[src/rtl/shd_pkg.sv]
package shd_pkg;

    typedef struct packed {
        logic rd_int;
        logic wr_int;
    } route_t;

    typedef enum logic [0:0] {
        ST_IDLE = 1'b0,
        ST_EVAL = 1'b1
    } trk_state_e;

    localparam logic [7:0] REG_SHADOW_EN = 8'h54;
    localparam logic [7:0] REG_BIOS_ATTR = 8'h55;
    localparam logic [7:0] REG_SMRAM_CTL = 8'h60;
    localparam logic [7:0] ID_LO_VAL     = 8'h60;
    localparam logic [7:0] ID_HI_VAL     = 8'h10;
    localparam logic [7:0] SMRAM_RST_VAL = 8'h80;

    // Four-entry BIOS attribute table: index bit 1 selects internal read,
    // index bit 0 selects external write.
    function automatic route_t bios_entry(input logic [1:0] idx);
        route_t r;
        r.rd_int = idx[1];
        r.wr_int = ~idx[0];
        return r;
    endfunction

endpackage

[src/rtl/shd_cfg_regs.sv]
module shd_cfg_regs
    import shd_pkg::*;
#(
    parameter int AW = 8,
    parameter int FW = 3
) (
    input  logic          clk,
    input  logic          rst_n,
    input  logic          we,
    input  logic [FW-1:0] func,
    input  logic [AW-1:0] addr,
    input  logic [7:0]    wdata,
    output logic [7:0]    rdata,
    output logic          commit,
    output logic [7:0]    shadow_en,
    output logic [1:0]    bios_idx,
    output logic          smram_open
);
    localparam int DEPTH = 1 << AW;

    logic [7:0] regs [DEPTH];

    assign commit = we && (func == '0) && (addr > AW'(1));

    always_ff @(posedge clk) begin
        if (!rst_n) begin
            for (int i = 0; i < DEPTH; i++) regs[i] <= '0;
            regs[0]                  <= ID_LO_VAL;
            regs[1]                  <= ID_HI_VAL;
            regs[AW'(REG_SMRAM_CTL)] <= SMRAM_RST_VAL;
        end else if (commit) begin
            regs[addr] <= wdata;
        end
    end

    assign rdata      = (func == '0) ? regs[addr] : 8'hFF;
    assign shadow_en  = regs[AW'(REG_SHADOW_EN)];
    assign bios_idx   = regs[AW'(REG_BIOS_ATTR)][7:6];
    assign smram_open = regs[AW'(REG_SMRAM_CTL)][0];

endmodule

[src/rtl/shd_attr_track.sv]
module shd_attr_track
    import shd_pkg::*;
#(
    parameter int NUM_WIN = 6,
    localparam int NREG   = NUM_WIN + 3
) (
    input  logic                  clk,
    input  logic                  rst_n,
    input  logic                  commit,
    input  logic [NUM_WIN+1:0]    shadow_en,
    input  logic [1:0]            bios_idx,
    output route_t [NREG-1:0]     held,
    output logic                  flush,
    output logic                  inval
);
    localparam int IDX_VID = 0;
    localparam int IDX_LOW = NUM_WIN + 1;
    localparam int IDX_TOP = NUM_WIN + 2;

    trk_state_e        state_q, state_d;
    route_t [NREG-1:0] next_attr;
    logic              glob_en;

    assign glob_en = shadow_en[0];

    always_comb begin
        next_attr[IDX_VID].rd_int = glob_en & shadow_en[1];
        next_attr[IDX_VID].wr_int = ~bios_idx[0];
        next_attr[IDX_LOW]        = bios_entry({bios_idx[1] & glob_en, bios_idx[0]});
        next_attr[IDX_TOP]        = bios_entry(bios_idx);
    end

    for (genvar w = 0; w < NUM_WIN; w++) begin : g_win
        assign next_attr[w+1].rd_int = glob_en & shadow_en[w+2];
        assign next_attr[w+1].wr_int = ~bios_idx[0];
    end

    // state register
    always_ff @(posedge clk) begin
        if (!rst_n) state_q <= ST_IDLE;
        else        state_q <= state_d;
    end

    always_comb begin
        state_d = state_q;
        unique case (state_q)
            ST_IDLE: if (commit) state_d = ST_EVAL;
            ST_EVAL: state_d = commit ? ST_EVAL : ST_IDLE;
        endcase
    end

    // outputs
    always_ff @(posedge clk) begin
        if (!rst_n) begin
            held  <= {NREG{2'b01}};
            flush <= 1'b0;
            inval <= 1'b0;
        end else begin
            unique case (state_q)
                ST_IDLE: begin
                    flush <= 1'b0;
                    inval <= 1'b0;
                end
                ST_EVAL: begin
                    held  <= next_attr;
                    flush <= (next_attr != held);
                    inval <= held[IDX_TOP].rd_int & ~next_attr[IDX_TOP].rd_int;
                end
            endcase
        end
    end

endmodule

[src/rtl/shd_addr_route.sv]
module shd_addr_route
    import shd_pkg::*;
#(
    parameter int NUM_WIN = 6,
    localparam int NREG   = NUM_WIN + 3
) (
    input  logic [31:0]        addr,
    input  logic               in_smm,
    input  logic               smram_open,
    input  route_t [NREG-1:0]  held,
    output logic               rd_int,
    output logic               wr_int,
    output logic [31:0]        dram_addr
);
    localparam logic [14:0] SMRAM_TAG  = 15'h0005;
    localparam logic [14:0] ALIAS_TAG  = 15'h0705;
    localparam logic [5:0]  OPT_BLK0   = 6'h32;
    localparam logic [4:0]  VID_TAG    = 5'h18;
    localparam int          IDX_LOW    = NUM_WIN + 1;
    localparam int          IDX_TOP    = NUM_WIN + 2;

    logic       legacy, smram_hit, alias_hit, smram_ok;
    logic [5:0] blk, woff;
    route_t     r;

    assign legacy    = (addr[31:20] == 12'h000);
    assign smram_hit = (addr[31:17] == SMRAM_TAG);
    assign alias_hit = (addr[31:17] == ALIAS_TAG);
    assign smram_ok  = in_smm | smram_open;
    assign blk       = addr[19:14];
    assign woff      = blk - OPT_BLK0;

    always_comb begin
        r         = 2'b11;
        dram_addr = addr;
        if (smram_hit || alias_hit) begin
            r = smram_ok ? 2'b11 : 2'b00;
            if (alias_hit && smram_ok) dram_addr = {SMRAM_TAG, addr[16:0]};
        end else if (legacy) begin
            if (addr[19:16] == 4'hF)                 r = held[IDX_TOP];
            else if (addr[19:16] == 4'hE)            r = held[IDX_LOW];
            else if (addr[19:15] == VID_TAG)         r = held[0];
            else if (blk >= OPT_BLK0 && woff < 6'(NUM_WIN))
                r = held[woff + 6'd1];
        end
    end

    assign rd_int = r.rd_int;
    assign wr_int = r.wr_int;

endmodule

[src/rtl/shadow_smram_decoder.sv]
module shadow_smram_decoder
    import shd_pkg::*;
#(
    parameter int NUM_WIN = 6,
    parameter int CFG_AW  = 8,
    parameter int CFG_FW  = 3
) (
    input  logic              clk,
    input  logic              rst_n,
    input  logic              cfg_we,
    input  logic [CFG_FW-1:0] cfg_func,
    input  logic [CFG_AW-1:0] cfg_addr,
    input  logic [7:0]        cfg_wdata,
    output logic [7:0]        cfg_rdata,
    input  logic [31:0]       mem_addr,
    input  logic              in_smm,
    output logic              rd_internal,
    output logic              wr_internal,
    output logic [31:0]       dram_addr,
    output logic              flush_pulse,
    output logic              inval_pulse
);
    localparam int NREG = NUM_WIN + 3;

    logic              commit, smram_open;
    logic [7:0]        shadow_en;
    logic [1:0]        bios_idx;
    route_t [NREG-1:0] held;

    shd_cfg_regs #(.AW(CFG_AW), .FW(CFG_FW)) u_regs (
        .clk        (clk),
        .rst_n      (rst_n),
        .we         (cfg_we),
        .func       (cfg_func),
        .addr       (cfg_addr),
        .wdata      (cfg_wdata),
        .rdata      (cfg_rdata),
        .commit     (commit),
        .shadow_en  (shadow_en),
        .bios_idx   (bios_idx),
        .smram_open (smram_open)
    );

    shd_attr_track #(.NUM_WIN(NUM_WIN)) u_track (
        .clk       (clk),
        .rst_n     (rst_n),
        .commit    (commit),
        .shadow_en (shadow_en[NUM_WIN+1:0]),
        .bios_idx  (bios_idx),
        .held      (held),
        .flush     (flush_pulse),
        .inval     (inval_pulse)
    );

    shd_addr_route #(.NUM_WIN(NUM_WIN)) u_route (
        .addr       (mem_addr),
        .in_smm     (in_smm),
        .smram_open (smram_open),
        .held       (held),
        .rd_int     (rd_internal),
        .wr_int     (wr_internal),
        .dram_addr  (dram_addr)
    );

endmodule

[config.mk]
export PLATFORM = sky130hd
export DESIGN_NAME = shadow_smram_decoder
export DESIGN_NICKNAME = d
export VERILOG_FILES = /design/src/rtl/shd_pkg.sv /design/src/rtl/shd_cfg_regs.sv /design/src/rtl/shd_attr_track.sv /design/src/rtl/shd_addr_route.sv /design/src/rtl/shadow_smram_decoder.sv
export SDC_FILE = /design/constraint.sdc
export NUM_CORES = 2
export LEC_CHECK = 0
export BUFFER_PORTS_ARGS = -buffer_cell sky130_fd_sc_hd__buf_2
export CAP_MARGIN = 20
export CORE_MARGIN = 2
export CORE_UTILIZATION = 55
export CTS_CLUSTER_DIAMETER = 100
export DETAILED_ROUTE_END_ITERATION = 8
export PLACE_DENSITY = 0.79
export SKIP_LAST_GASP = 1
export SYNTH_ARGS = -nofsm -noshare
export SYNTH_HDL_FRONTEND = slang
export SYNTH_SLANG_ARGS = --single-unit
[constraint.sdc]
create_clock -name clk -period 5.2 [get_ports clk]
set_clock_uncertainty 0.1 [all_clocks]
set_input_delay 1.04 -clock clk [delete_from_list [all_inputs] [get_ports clk]]
set_output_delay 1.04 -clock clk [all_outputs]
set_load 0.02 [all_outputs]
==> impl_metrics.yaml <==
floorplan:
  die_y_microns: 411
  coreArea_sq_um: 165000
  num_io_pins: 99
  start_util: 0.553
  rows: 149
  die-area_sq_um: 169000
  fp.dieW_microns: 411
sta:
  max_freq_mhz: 188
  rsz0062_at_grt: "false"
  whs_ns: 0.413
  finalCritPeriodShare: 1.02
  slew-limit-headroom: 0.336
  drv_slew: 0
  setup_slack_ns: -0.126
  hold_violations: 0
  worst_slew_pin_slew_ns: 0.996
  setup_violations: 4
  period_needed_ns: 5.33
worst_setup_path:
  r2r_end: "u_track.flush"
  critPathCapture: "cfg_rdata[5]"
  cp-start-kind: "input pin"
  timing.rr.start: "u_regs.regs[84][0]"
  startpoint: "cfg_addr[5]"
  reg2reg_depth: 5
  r2r_slack_ns: 3.64
  end_kind: "output port"
  crit_arrival_ns: 4.19
  critical_path.max_fanout: 8
  worst-setup-path-type: "in -> out"
  worst_ep_required_time_ns: 4.06
global_route:
  grt_pass1_wl_microns: 391000
  grt_pass1_vias: 58900
  grt_max_degree: 142
  grt.total_usage: 0.317
  grt_overflow: 0
  antenna_found_initial: 13
flow_run:
  maxCapViolCount: 0
clock_network:
  root_buffer: "clkbuf_16"
  numCtsBuffers: 202
  tritoncts: "built"
  clk_pin_slew_ns: 0.06
  cts_hold_buf: 0
  h-tree-depth: 4
  insertion_delay_ns: 0.84
  cts_num_sinks: 2061
  postCtsSetupRepairBufs: 0
  clockBufferDepth: 3
finish:
  n_fill_cell: 11300
  area_delta_synth_final_pct: 12.5
  finalNetCount: 6703
  final_util: 0.622
  drive_gt1_frac: 0.186
logic_synthesis:
  synthArstFlopShare: 0
  synth_simple_gate_area_frac: 0.123
  syn-cell-area_sq_um: 91000
  synth_cell_type_count: 78
  synthMuxAreaShare: 0.135
  synth_seq_area_share: 0.678
  synthAdderAreaFrac: 0.000550
  synth_compound_area_frac: 0.0318
  yosys_warnings: 0
  ys.flop_type: "edfxtp_1"
  synth_xor_area_frac: 0.000673
  synth_edf_count: 2048
  synth-seq-cells: 2061
  synth_top_family_by_area: "multiplexers"
  synthCells: 6537
  synth_area_per_cell_sq_um: 13.9
place:
  hpwl_microns: 172000
  io_buffers: 70
  gp_congestion: 0.948
power:
  powerDensity_nw_per_um2: 363
  power.leakage_nw: 33.6
  irDropWorstVdd_uv: 371
  power.total_w: 0.0371
outcome:
  outcome: "finished, violations left"
  violations: "negative setup slack"
drt:
  drc: 0
  vias: 60300
  drt_first_pass_iters: 8
  viasPerCell: 6.69
  detailedRoute.firstIterationViolations: 10500
  route.antenna.remaining_nets: 0
  routedWlPerCell_microns: 29.7
  wirelength_microns: 268000
min_path:
  hold_class: "reg -> reg"
[sequential cells by signal, summed over array words and instances, names as in the netlist]
register         cells
u_track.state_q      1
u_regs.regs       2048
u_track.held        10
u_track.flush        1
u_track.inval        1
[cells in the mapped netlist (13+ instances only)]
cell | number | share of area
buf_6 | 33 | 0.0041
o21ai_0 | 43 | 0.0024
edfxtp_1 | 2048 | 0.68
buf_1 | 22 | 0.00091
clkbuf_1 | 200 | 0.0082
o22ai_1 | 15 | 0.0010
mux4_2 | 432 | 0.11
nand2b_1 | 17 | 0.0012
o221ai_1 | 24 | 0.0023
a22o_1 | 17 | 0.0016
dfxtp_1 | 13 | 0.0029
nand3_1 | 41 | 0.0023
a221oi_1 | 38 | 0.0037
buf_2 | 230 | 0.013
mux2i_1 | 227 | 0.025
nand2_1 | 586 | 0.024
and3_1 | 68 | 0.0047
a21oi_1 | 66 | 0.0036
buf_4 | 50 | 0.0041
a211oi_1 | 22 | 0.0018
nor2_1 | 2017 | 0.083
mux2_2 | 25 | 0.0031
a22oi_1 | 88 | 0.0073
[final cells by class]
type / count / area (sq um) / share of cell area
Clock inverter: 135 / 1550 / 0.0151
Sequential cell: 2061 / 61800 / 0.603
Clock buffer: 243 / 5250 / 0.0513
Tap cell: 2189 / 2740 / 0.0267
Antenna cell: 3 / 7.51 / 0.0000733
Inverter: 17 / 68.8 / 0.000672
Multi-Input combinational cell: 3938 / 26900 / 0.263
Timing Repair Buffer: 424 / 4150 / 0.0405
[worst min-delay path by stage]
stage / from / endpoint / depth (start not counted)
final: u_track.held[9] / u_track.held[9] / 2
after global routing: u_track.held[7] / u_track.held[7] / 2
after CTS: u_track.held[9] / u_track.held[9] / 2
after detailed placement: u_track.held[9] / u_track.held[9] / 2
after global placement: u_track.held[9] / u_track.held[9] / 2
after floorplan: u_track.held[7] / u_track.held[7] / 2
[metrics by stage]
stage / cell area [sq um] / TNS (ns) / setup slack [ns] / std cells
global route: 102000 / 0 / 0.00716 / 9009
finish: 102000 / -0.184 / -0.126 / 9010
floorplan: 91100 / 0 / 0.662 / 6551
detailed placement: 95400 / -1.95 / -0.501 / 8628
CTS: 102000 / 0 / 0.00991 / 9007
global placement: 95400 / -2.57 / -1.01 / 8627
[layout by cell type, fill, tap and decap left out, types with 28 or more instances in the layout]
| cell | count |
|---|---|
| o21ai_0 | 42 |
| clkbuf_16 | 204 |
| nor2_1 | 2008 |
| buf_12 | 85 |
| buf_2 | 65 |
| nand2_1 | 579 |
| buf_4 | 269 |
| a221oi_1 | 36 |
| a22oi_1 | 87 |
| bufinv_16 | 28 |
| clkinv_1 | 46 |
| clkinv_2 | 30 |
| a21oi_1 | 66 |
| mux4_2 | 432 |
| and3_1 | 68 |
| mux2i_1 | 225 |
| edfxtp_1 | 2048 |
| nand3_1 | 41 |
| clkbuf_1 | 39 |
[critical path: stages]
cell      delay [ns]
buf_2           0.23
or3b_2          0.71
nor2_1          0.54
buf_4           0.25
a22oi_1         0.07
o211ai_1        0.27
nor3_4          0.12
o311ai_0        0.48
buf_4           0.27
buf_2           0.19
[power breakdown]
| part | internal [W] | leakage [nW] | switching, W | total [W] |
|---|---|---|---|---|
| clock network | 0.00863 | 3.27 | 0.00651 | 0.0151 |
| registers | 0.0191 | 19.5 | 0.000313 | 0.0194 |
| logic | 0.00104 | 10.8 | 0.00161 | 0.00264 |
[logic make-up (layout without fill, tap and decap cells)]
family	count (synthesis)	after routing
AND/OR/NAND/NOR	2825	2825
flip-flops	2061	2061
multiplexers	684	684
buffers and inverters	552	819
AO/OA/AOI/OAI	402	402
XOR/XNOR	7	7
adder cells (fa/ha/maj)	4	4
other	2	19
[routing by layer]
layer | track usage | wire length, microns | vias up | part of all wire
met2 | 0.479 | 122000 | 5366 | 0.46
met3 | 0.0961 | 40900 | 961 | 0.15
met1 | 0.411 | 87400 | 29700 | 0.33
met4 | 0.179 | 17400 | 14 | 0.065
li1 | - | - | 24200 | -
met5 | 0 | 99 | - | 0.00037
[timing repair]
| action | 4_1_cts | 5_1_grt |
|---|---|---|
| resized for setup | 16 | 13 |
| pin swaps | 1 | 3 |
| gates cloned | 1 | 0 |
| setup endpoints to repair | 5 | 6 |
(Power assumes the default switching activity.)
